File: src/rtl/gpio_dbnc_pkg.sv
package gpio_dbnc_pkg;
  localparam int ADDR_W = 3;

  typedef enum logic [ADDR_W-1:0] {
    REG_DBTIME = 3'd0,
    REG_DBEN   = 3'd1,
    REG_RISE   = 3'd2,
    REG_FALL   = 3'd3,
    REG_IRQEN  = 3'd4,
    REG_STAT   = 3'd5,
    REG_LEVEL  = 3'd6
  } reg_addr_e;
endpackage

File: src/rtl/gpio_dbnc_tick.sv
module gpio_dbnc_tick (
  input  logic clk_i,
  input  logic rst_ni,
  input  logic dbclk_i,
  input  logic gate_i,
  output logic tick_o
);
  logic s1_q, s2_q, s3_q;

  always_ff @(posedge clk_i or negedge rst_ni) begin
    if (!rst_ni) begin
      s1_q <= 1'b0;
      s2_q <= 1'b0;
      s3_q <= 1'b0;
    end else begin
      s1_q <= dbclk_i;
      s2_q <= s1_q;
      s3_q <= s2_q;
    end
  end

  assign tick_o = s2_q & ~s3_q & gate_i;
endmodule

File: src/rtl/gpio_dbnc_pin.sv
module gpio_dbnc_pin #(
  parameter int TIME_W = 8
) (
  input  logic              clk_i,
  input  logic              rst_ni,
  input  logic              din_i,
  input  logic              en_i,
  input  logic              tick_i,
  input  logic [TIME_W-1:0] time_i,
  output logic              filt_o
);
  logic s1_q, s2_q, s3_q, filt_q;
  logic [TIME_W-1:0] cnt_q, lim_q;

  always_ff @(posedge clk_i or negedge rst_ni) begin
    if (!rst_ni) begin
      s1_q   <= 1'b0;
      s2_q   <= 1'b0;
      s3_q   <= 1'b0;
      filt_q <= 1'b0;
      cnt_q  <= '0;
      lim_q  <= '0;
    end else begin
      s1_q <= din_i;
      s2_q <= s1_q;
      s3_q <= s2_q;
      if (!en_i) begin
        filt_q <= s2_q;
        cnt_q  <= '0;
        lim_q  <= time_i;
      end else if (s2_q != s3_q || s2_q == filt_q) begin
        // input moved or settled back: restart, pick up current time
        cnt_q <= '0;
        lim_q <= time_i;
      end else if (tick_i) begin
        if (cnt_q == lim_q) begin
          filt_q <= s2_q;
          cnt_q  <= '0;
        end else begin
          cnt_q <= cnt_q + 1'b1;
        end
      end
    end
  end

  assign filt_o = filt_q;

  AST_GATED_HOLD: assert property (@(posedge clk_i) disable iff (!rst_ni)
    (en_i && !tick_i) |=> $stable(filt_q));
  AST_NO_EARLY: assert property (@(posedge clk_i) disable iff (!rst_ni)
    (en_i && s2_q != s3_q) |=> $stable(filt_q));
  AST_CNT_BOUND: assert property (@(posedge clk_i) disable iff (!rst_ni)
    cnt_q <= lim_q);
endmodule

File: src/rtl/gpio_dbnc_edge.sv
module gpio_dbnc_edge #(
  parameter int NUM_PINS = 32
) (
  input  logic                clk_i,
  input  logic                rst_ni,
  input  logic [NUM_PINS-1:0] filt_i,
  input  logic [NUM_PINS-1:0] rise_i,
  input  logic [NUM_PINS-1:0] fall_i,
  output logic [NUM_PINS-1:0] evt_o
);
  logic [NUM_PINS-1:0] filt_q;

  always_ff @(posedge clk_i or negedge rst_ni) begin
    if (!rst_ni) filt_q <= '0;
    else         filt_q <= filt_i;
  end

  assign evt_o = (rise_i & filt_i & ~filt_q) | (fall_i & ~filt_i & filt_q);

  AST_EDGE_MASKED: assert property (@(posedge clk_i) disable iff (!rst_ni)
    (evt_o & ~(rise_i | fall_i)) == '0);
endmodule

File: src/rtl/gpio_dbnc_regs.sv
module gpio_dbnc_regs
  import gpio_dbnc_pkg::*;
#(
  parameter int NUM_PINS = 32,
  parameter int TIME_W   = 8
) (
  input  logic                clk_i,
  input  logic                rst_ni,
  input  logic                we_i,
  input  logic [ADDR_W-1:0]   addr_i,
  input  logic [NUM_PINS-1:0] wdata_i,
  output logic [NUM_PINS-1:0] rdata_o,
  input  logic [NUM_PINS-1:0] level_i,
  input  logic [NUM_PINS-1:0] evt_i,
  output logic [TIME_W-1:0]   time_o,
  output logic [NUM_PINS-1:0] dben_o,
  output logic [NUM_PINS-1:0] rise_o,
  output logic [NUM_PINS-1:0] fall_o,
  output logic                irq_o
);
  localparam int PAD_W = NUM_PINS - TIME_W;

  logic [TIME_W-1:0]   time_q;
  logic [NUM_PINS-1:0] dben_q, rise_q, fall_q, irqen_q, stat_q, clr;
  logic                wr_stat;

  assign wr_stat = we_i && (addr_i == REG_STAT);
  assign clr     = wr_stat ? wdata_i : '0;

  always_ff @(posedge clk_i or negedge rst_ni) begin
    if (!rst_ni) begin
      time_q  <= '0;
      dben_q  <= '0;
      rise_q  <= '0;
      fall_q  <= '0;
      irqen_q <= '0;
      stat_q  <= '0;
    end else begin
      stat_q <= (stat_q & ~clr) | evt_i;
      if (we_i) begin
        unique case (addr_i)
          REG_DBTIME: time_q  <= wdata_i[TIME_W-1:0];
          REG_DBEN:   dben_q  <= wdata_i;
          REG_RISE:   rise_q  <= wdata_i;
          REG_FALL:   fall_q  <= wdata_i;
          REG_IRQEN:  irqen_q <= wdata_i;
          default: ;
        endcase
      end
    end
  end

  always_comb begin
    unique case (addr_i)
      REG_DBTIME: rdata_o = {{PAD_W{1'b0}}, time_q};
      REG_DBEN:   rdata_o = dben_q;
      REG_RISE:   rdata_o = rise_q;
      REG_FALL:   rdata_o = fall_q;
      REG_IRQEN:  rdata_o = irqen_q;
      REG_STAT:   rdata_o = stat_q;
      REG_LEVEL:  rdata_o = level_i;
      default:    rdata_o = '0;
    endcase
  end

  assign time_o = time_q;
  assign dben_o = dben_q;
  assign rise_o = rise_q;
  assign fall_o = fall_q;
  assign irq_o  = |(stat_q & irqen_q);

  AST_STICKY: assert property (@(posedge clk_i) disable iff (!rst_ni)
    !wr_stat |=> ((stat_q & $past(stat_q)) == $past(stat_q)));
  AST_W1C: assert property (@(posedge clk_i) disable iff (!rst_ni)
    wr_stat |=> ((stat_q & $past(wdata_i) & ~$past(evt_i)) == '0));
endmodule

File: src/rtl/gpio_dbnc_bank.sv
module gpio_dbnc_bank
  import gpio_dbnc_pkg::*;
#(
  parameter int NUM_PINS = 32,
  parameter int TIME_W   = 8
) (
  input  logic                clk_i,
  input  logic                rst_ni,
  input  logic                dbclk_i,
  input  logic                dbclk_gate_i,
  input  logic [NUM_PINS-1:0] pins_i,
  input  logic                we_i,
  input  logic [ADDR_W-1:0]   addr_i,
  input  logic [NUM_PINS-1:0] wdata_i,
  output logic [NUM_PINS-1:0] rdata_o,
  output logic                irq_o
);
  logic                tick;
  logic [TIME_W-1:0]   db_time;
  logic [NUM_PINS-1:0] dben, rise, fall, filt, evt;

  gpio_dbnc_tick u_tick (
    .clk_i   (clk_i),
    .rst_ni  (rst_ni),
    .dbclk_i (dbclk_i),
    .gate_i  (dbclk_gate_i),
    .tick_o  (tick)
  );

  for (genvar i = 0; i < NUM_PINS; i++) begin : g_pin
    gpio_dbnc_pin #(.TIME_W(TIME_W)) u_pin (
      .clk_i  (clk_i),
      .rst_ni (rst_ni),
      .din_i  (pins_i[i]),
      .en_i   (dben[i]),
      .tick_i (tick),
      .time_i (db_time),
      .filt_o (filt[i])
    );
  end

  gpio_dbnc_edge #(.NUM_PINS(NUM_PINS)) u_edge (
    .clk_i  (clk_i),
    .rst_ni (rst_ni),
    .filt_i (filt),
    .rise_i (rise),
    .fall_i (fall),
    .evt_o  (evt)
  );

  gpio_dbnc_regs #(.NUM_PINS(NUM_PINS), .TIME_W(TIME_W)) u_regs (
    .clk_i   (clk_i),
    .rst_ni  (rst_ni),
    .we_i    (we_i),
    .addr_i  (addr_i),
    .wdata_i (wdata_i),
    .rdata_o (rdata_o),
    .level_i (filt),
    .evt_i   (evt),
    .time_o  (db_time),
    .dben_o  (dben),
    .rise_o  (rise),
    .fall_o  (fall),
    .irq_o   (irq_o)
  );
endmodule

File: config.mk
export PLATFORM = sky130hd
export DESIGN_NAME = gpio_dbnc_bank
export DESIGN_NICKNAME = d
export VERILOG_FILES = /design/src/rtl/gpio_dbnc_pkg.sv /design/src/rtl/gpio_dbnc_tick.sv /design/src/rtl/gpio_dbnc_pin.sv /design/src/rtl/gpio_dbnc_edge.sv /design/src/rtl/gpio_dbnc_regs.sv /design/src/rtl/gpio_dbnc_bank.sv
export SDC_FILE = /design/constraint.sdc
export NUM_CORES = 1
export LEC_CHECK = 0
export BUFFER_PORTS_ARGS = -buffer_cell sky130_fd_sc_hd__clkbuf_2
export CAP_MARGIN = 25
export CELL_PAD_IN_SITES_DETAIL_PLACEMENT = 1
export CELL_PAD_IN_SITES_GLOBAL_PLACEMENT = 1
export CORE_AREA = 2 2 315 317
export DETAILED_ROUTE_END_ITERATION = 10
export DIE_AREA = 0 0 317 319
export PLACE_DENSITY = 0.87
export SKIP_CTS_REPAIR_TIMING = 1
export SYNTH_ARGS = -nofsm -noshare
export SYNTH_HDL_FRONTEND = slang
export SYNTH_HIERARCHICAL = 1
export SYNTH_SLANG_ARGS = --single-unit
File: constraint.sdc
create_clock -name clk_i -period 2.11 [get_ports clk_i]
set_input_delay 0.1055 -clock clk_i [delete_from_list [all_inputs] [get_ports clk_i]]
set_output_delay 0.1055 -clock clk_i [all_outputs]
set_load 0.01 [all_outputs]
## Word level (Yosys, flattened, before mapping)

Cells that the tools add are included.

| operators by class | value |
|---|---|
| multiplexer cells | 322 |
| bitwise gates (word level) | 14 |
| eq/ne operators | 262 |
| reduce and logical (&&, ||, !) cells | 72 |
| $add $sub $neg | 32 |

Operator list:

| operator | number |
|---|---|
| $mux W8 | 192 |
| $add A8 B1 Y8 const B | 32 |
| $eq A8 B8 Y1 | 32 |
| $ne A2 B2 Y1 const B | 128 |
| $pmux W32 S7 | 1 |
| $and A32 B32 Y32 | 6 |
| $mux W1 | 128 |
| $ne A3 B3 Y1 const B | 32 |
| $not A32 Y32 | 3 |
| $reduce_and A3 Y1 | 32 |
| $or A32 B32 Y32 | 2 |
| $eq A1 B1 Y1 | 32 |
| $logic_or A1 B1 Y1 | 32 |
| $mux W32 | 1 |
| $ne A1 B1 Y1 | 32 |
| $reduce_or A32 Y1 | 1 |
| $reduce_and A2 Y1 | 5 |
| $eq A3 B3 Y1 const B | 3 |
| $eq A3 B2 Y1 const B | 2 |
| $eq A3 B1 Y1 const B | 1 |
| $logic_not A3 Y1 | 1 |
| $and A1 B1 Y1 | 2 |
| $logic_and A1 B1 Y1 | 1 |
| $not A1 Y1 | 1 |

| word-level totals | value |
|---|---|
| output and inout port bits | 33 |
| bits of input ports | 72 |
| logic and storage cells | 904 |
| register bits after elaboration | 843 |

## Logic depth before layout (Yosys ltp)

| logic depth | value |
|---|---|
| depth after elaboration | 6 |
| depth in mapped cells | 6 |

## Cells and area by module

Netlist, hierarchy kept.

By module, submodules not included:

| module | times used | sequential area each (um^2) | area an instance (um^2) | cells each |
|---|---|---|---|---|
| gpio_dbnc_pin (g_pin[0].u_pin ...) | 31 | 500.5 | 1077.3 | 118 |
| gpio_dbnc_regs | 1 | 4204.0 | 7877.6 | 600 |
| gpio_dbnc_edge | 1 | 800.8 | 1243.7 | 128 |
| gpio_dbnc_pin (g_pin[6].u_pin) | 1 | 500.5 | 1007.2 | 90 |
| gpio_dbnc_tick | 1 | 75.1 | 83.8 | 4 |

## Worst setup path before layout

OpenSTA, ideal clock, no wires.

| timing path | value |
|---|---|
| kind | register to register |
| start | register u_tick.s3_q |
| end | register g_pin[0].u_pin.filt_q |
| cell stages (with the launch flop) | 6 |
| period minus slack after synthesis | 2.022 ns |
| buffers on the path | 1 |
| arrival time | 1.935 ns |
| slack | 0.088 ns |
| setup time | 0.087 ns |
| path through | dfrtp_1 -> and3b_1 -> clkbuf_1 -> inv_1 -> o311a_1 -> a211oi_2 |

| between the ends | value |
|---|---|
| cells in the longest elaborated chain, start to end | 5 |

RTL lines:

| element | RTL line | text |
|---|---|---|
| start, declared | gpio_dbnc_tick.sv:8 | `logic s1_q, s2_q, s3_q;` |
| start signal, assigned | gpio_dbnc_tick.sv:18 | `s3_q <= s2_q;` |
| $not A1 Y1 | gpio_dbnc_tick.sv:22 | `assign tick_o = s2_q & ~s3_q & gate_i;` |
| $and A1 B1 Y1 (2 in series) | gpio_dbnc_tick.sv:22 |  |
| net tick | gpio_dbnc_bank.sv:18 | `logic tick;` |
| $ne A2 B2 Y1 (no line) | -- |  |
| $reduce_and A3 Y1 (no line) | -- |  |
| end signal, assigned | gpio_dbnc_pin.sv:28 | `filt_q <= s2_q;` |
| end signal, assigned | gpio_dbnc_pin.sv:37 | `filt_q <= s2_q;` |
| end, declared | gpio_dbnc_pin.sv:12 | `logic s1_q, s2_q, s3_q, filt_q;` |

The timed path passes the listed nets, and every way through them passes these cells.
A chain may end at the register's enable or synchronous reset.

## Final worst setup path

| timing path | value |
|---|---|
| start | register u_regs.irqen_q[2] |
| end | output port irq_o |

| between the ends | value |
|---|---|
| cells in the longest elaborated chain, start to end | 2 |

RTL lines:

| element | RTL line | text |
|---|---|---|
| start, declared | gpio_dbnc_regs.sv:24 | `logic [NUM_PINS-1:0] dben_q, rise_q, fall_q, irqen_q, stat_q, clr;` |
| start signal, assigned | gpio_dbnc_regs.sv:46 | `REG_IRQEN: irqen_q <= wdata_i;` |
| $and A32 B32 Y32 | gpio_dbnc_regs.sv:70 | `assign irq_o = \|(stat_q & irqen_q);` |
| $reduce_or A32 Y1 | gpio_dbnc_regs.sv:70 |  |
| end, declared | gpio_dbnc_bank.sv:16 | `output logic irq_o` |

No other way between the ends.

==> impl_metrics.yaml <==
run_status:
  status: "finished with violations"
  violations: "hold timing, setup timing"
logic_synthesis:
  synth_area_um2: 43610
  syn_area_per_cell_um2: 9.734
  async_flop_share: 1.000
  synth.distinct_cells: 55
  synth_cells: 4480
  ys_seq_elements: 843
  synth_edf_count: 0
  yosysSeqAreaShare: 0.4837
  synth_nets: 4584
  synthFlopType: "dfrtp_1"
  yosysWarnings: 6
die:
  core-area_um2: 97700
  rows: 115
  die_area_um2: 101100
  dieWidth_um: 317
  dieHeight_um: 319
  initial_core_util: 0.4463
  io_pins: 105
clock_tree:
  cts_inserted_buffers: 92
  cts_tree: "yes"
  clock_sinks: 843
  root_buffer: "clkbuf_16"
  clock_path_buffers: 3
  clk_pin_slew_ns: 0.07
  h-tree-depth: 3
  clk_latency_ns: 0.68
detailed_routing:
  totalWireLength_um: 154100
  drcViolationCount: 0
  viasPerCell: 6.325
  drt-initial-drc-count: 3393
  wl_per_cell_um: 25.17
  route.vias.total: 38720
  antenna_left: 0
  firstDrtPassIters: 6
timing:
  finalHoldViolations: 4
  tns_ns: -1.061
  rsz0062_at_grt: "true"
  setup_slack_ns: -0.4358
  skew_ns: 0.03764
  slew-limit-headroom: 0.4360
  max_slew.worst_pin.slew_ns: 0.8460
  period_needed_ns: 2.546
  max_freq_mhz: 392.8
  maxSlewViolCount: 0
  timing.final.crit_share: 1.207
  setup_viol: 10
  hold_ws_ns: -0.01851
placed_design:
  place_congestion: 0.8621
  postPlaceCellArea_um2: 46260
  port_buffers: 104
  dp_hpwl_um: 92940
setup_path:
  rr_startpoint: "u_tick/s3_q"
  cp-end-kind: "output port"
  critical_path.slowest_cell: "or4_4"
  rr_endpoint: "g_pin[6].u_pin/filt_o"
  rr_worst_depth: 5
  path_delay_family: "simple AND/OR/NAND/NOR gates"
  cp.arrival_ns: 2.44
  max_stage_delay_ns: 0.64
  cp_num_buf_inv: 1
  critPathKind: "flop to output port"
  required_ns: 2.00
  cp_max_fo: 3
  rrSetupSlack_ns: 0.05
  cp_cell_sequence: "a22oi_2 > nand4_1 > or4_4 > clkbuf_2"
  start_kind: "flop"
power:
  power_density_nw_per_um2: 1013
  leakagePower_nw: 20.99
  peakVddDrop_v: 0.0007034
  power_mw: 51.03
layout:
  fin_nets: 4862
  reg_top3: "g_pin.u_pin/cnt_q x256, g_pin.u_pin/lim_q x256"
  drive_gt1_frac: 0.1367
  syn2layout_area_growth_pct: 15.49
  nFillCells: 10770
  postLayoutCellArea_um2: 50360
grt:
  antenna_found_initial: 9
  grt_first_pass_wirelength_um: 229500
  grt_max_degree: 78
  first_global_vias: 40140
  grt_util_all_layers: 0.2837
  grt.overflow.total: 0
min_path:
  worstHoldPathType: "input pin to asynchronous set/reset pin"
job:
  maxCapViolations: 0
==> metrics by stage <==
step                  util  setup WS [ns]  hold slack [ns]  cells
global placement    0.4735         0.1500          0.07909   5876
detailed placement  0.4735        0.08329          0.07820   5876
CTS                 0.5058        -0.5398          -0.6296   6039
floorplan                -        0.08823          -0.1901   4480
finish              0.5155        -0.4358         -0.01851   6122
global route        0.5153        -0.4196         -0.01166   6115
==> cell usage in the layout (no fill, tap or decap), types with 25 or more instances in the layout <==
master,netlist,final
ha_1,32,32
buf_4,33,223
o21ai_1,69,67
or2b_1,31,31
inv_1,128,128
and2_1,35,32
xnor2_2,32,32
xnor2_1,224,224
nand3_1,120,120
dlygate4sd3_1,0,66
nand2_1,1249,1249
o2111ai_1,186,186
o22ai_1,31,31
o211ai_1,221,221
a22oi_1,93,84
o311a_1,31,31
and2b_1,31,31
mux2_1,140,140
a21o_1,33,33
buf_12,0,25
dfrtp_1,843,824
nand4_1,99,99
clkbuf_16,0,94
clkbuf_2,0,100
a211oi_2,31,31
o21ai_0,101,101
nand4bb_1,31,31
o41ai_2,31,31
nand4b_1,32,32
a21oi_1,132,129
nor2_1,97,94
nor3_1,95,95
==> worst max-delay path by stage <==
stage                     cells past startpoint          startpoint               endpoint  slack (ns)
after floorplan                               5         u_tick/s3_q  g_pin[0].u_pin/filt_o        0.09
after global placement                        5           addr_i[1]      u_regs/fall_o[18]        0.15
after detailed placement                      5           addr_i[1]       u_regs/fall_o[2]        0.08
after CTS                                     4  u_regs/irqen_q[28]                  irq_o       -0.54
after global routing                          4   u_regs/irqen_q[2]                  irq_o       -0.42
final                                         4   u_regs/irqen_q[2]                  irq_o       -0.44
==> cell families after synthesis <==
group / after synthesis / synth area share
xor+xnor: 256 / 0.05692
fa+ha+maj: 32 / 0.009181
compound gates: 967 / 0.1654
buf+inv: 362 / 0.04863
simple gates: 1865 / 0.1947
flops: 843 / 0.4837
mux: 155 / 0.04140
==> cell type report <==
cell class | instances | area, µm² | area share
sequential | 843 | 21120 | 0.4194
multi-input combinational | 3275 | 20600 | 0.4090
timing repair buffer | 418 | 3372 | 0.06695
clock buffer | 135 | 2696 | 0.05354
tap | 1287 | 1610 | 0.03197
inverter | 128 | 480.5 | 0.009540
clock inverter | 28 | 461.7 | 0.009167
antenna | 8 | 20.02 | 0.0003975
==> power by group <==
part | switching (mW) | total [mW] | internal (mW)
Combinational | 7.22 | 11.8 | 4.59
Clock | 7.13 | 17.3 | 10.2
Sequential | 3.05 | 21.9 | 18.8
Total | 17.4 | 51.0 | 33.6
==> metal layers <==
metal / routed length [µm] / global-route usage / share of wire / vias up
met3: 11600 / 0.05306 / 0.075 / 539
met4: 8021 / 0.1281 / 0.052 / 14
met1: 59300 / 0.3601 / 0.38 / 19890
li1: - / - / - / 16570
met2: 75090 / 0.4687 / 0.49 / 1702
met5: 92 / 0 / 0.00060 / -
==> synthesized netlist by cell type, types with 5 or more instances <==
cell | number | area, µm²
and2b_1 | 31 | 232.7
nor3_1 | 95 | 475.5
nand4b_1 | 32 | 280.3
xnor2_1 | 224 | 1962
nand4bb_1 | 31 | 349.1
nand4_1 | 99 | 619.3
o2111ai_1 | 186 | 1629
or2b_1 | 31 | 232.7
o22ai_1 | 31 | 193.9
o21ai_0 | 101 | 505.5
a21oi_1 | 132 | 660.6
o21ai_1 | 69 | 345.3
xnor2_2 | 32 | 520.5
dfrtp_1 | 843 | 21100
mux2_4 | 8 | 120.1
buf_4 | 33 | 247.7
nor2_1 | 97 | 364.1
buf_6 | 77 | 867.1
and4b_1 | 11 | 110.1
and2_1 | 35 | 219.0
nand2_1 | 1249 | 4688
o41ai_2 | 31 | 504.2
nor4bb_1 | 10 | 100.1
inv_1 | 128 | 480.5
o311a_1 | 31 | 310.3
o211ai_1 | 221 | 1659
mux2_1 | 140 | 1577
nor4_1 | 5 | 31.28
clkbuf_1 | 76 | 285.3
a21o_1 | 33 | 247.7
a211oi_2 | 31 | 387.9
a22oi_1 | 93 | 698.2
buf_2 | 48 | 240.2
nand3_1 | 120 | 600.6
ha_1 | 32 | 400.4
No activity file was read; power rests on OpenSTA's default activity.
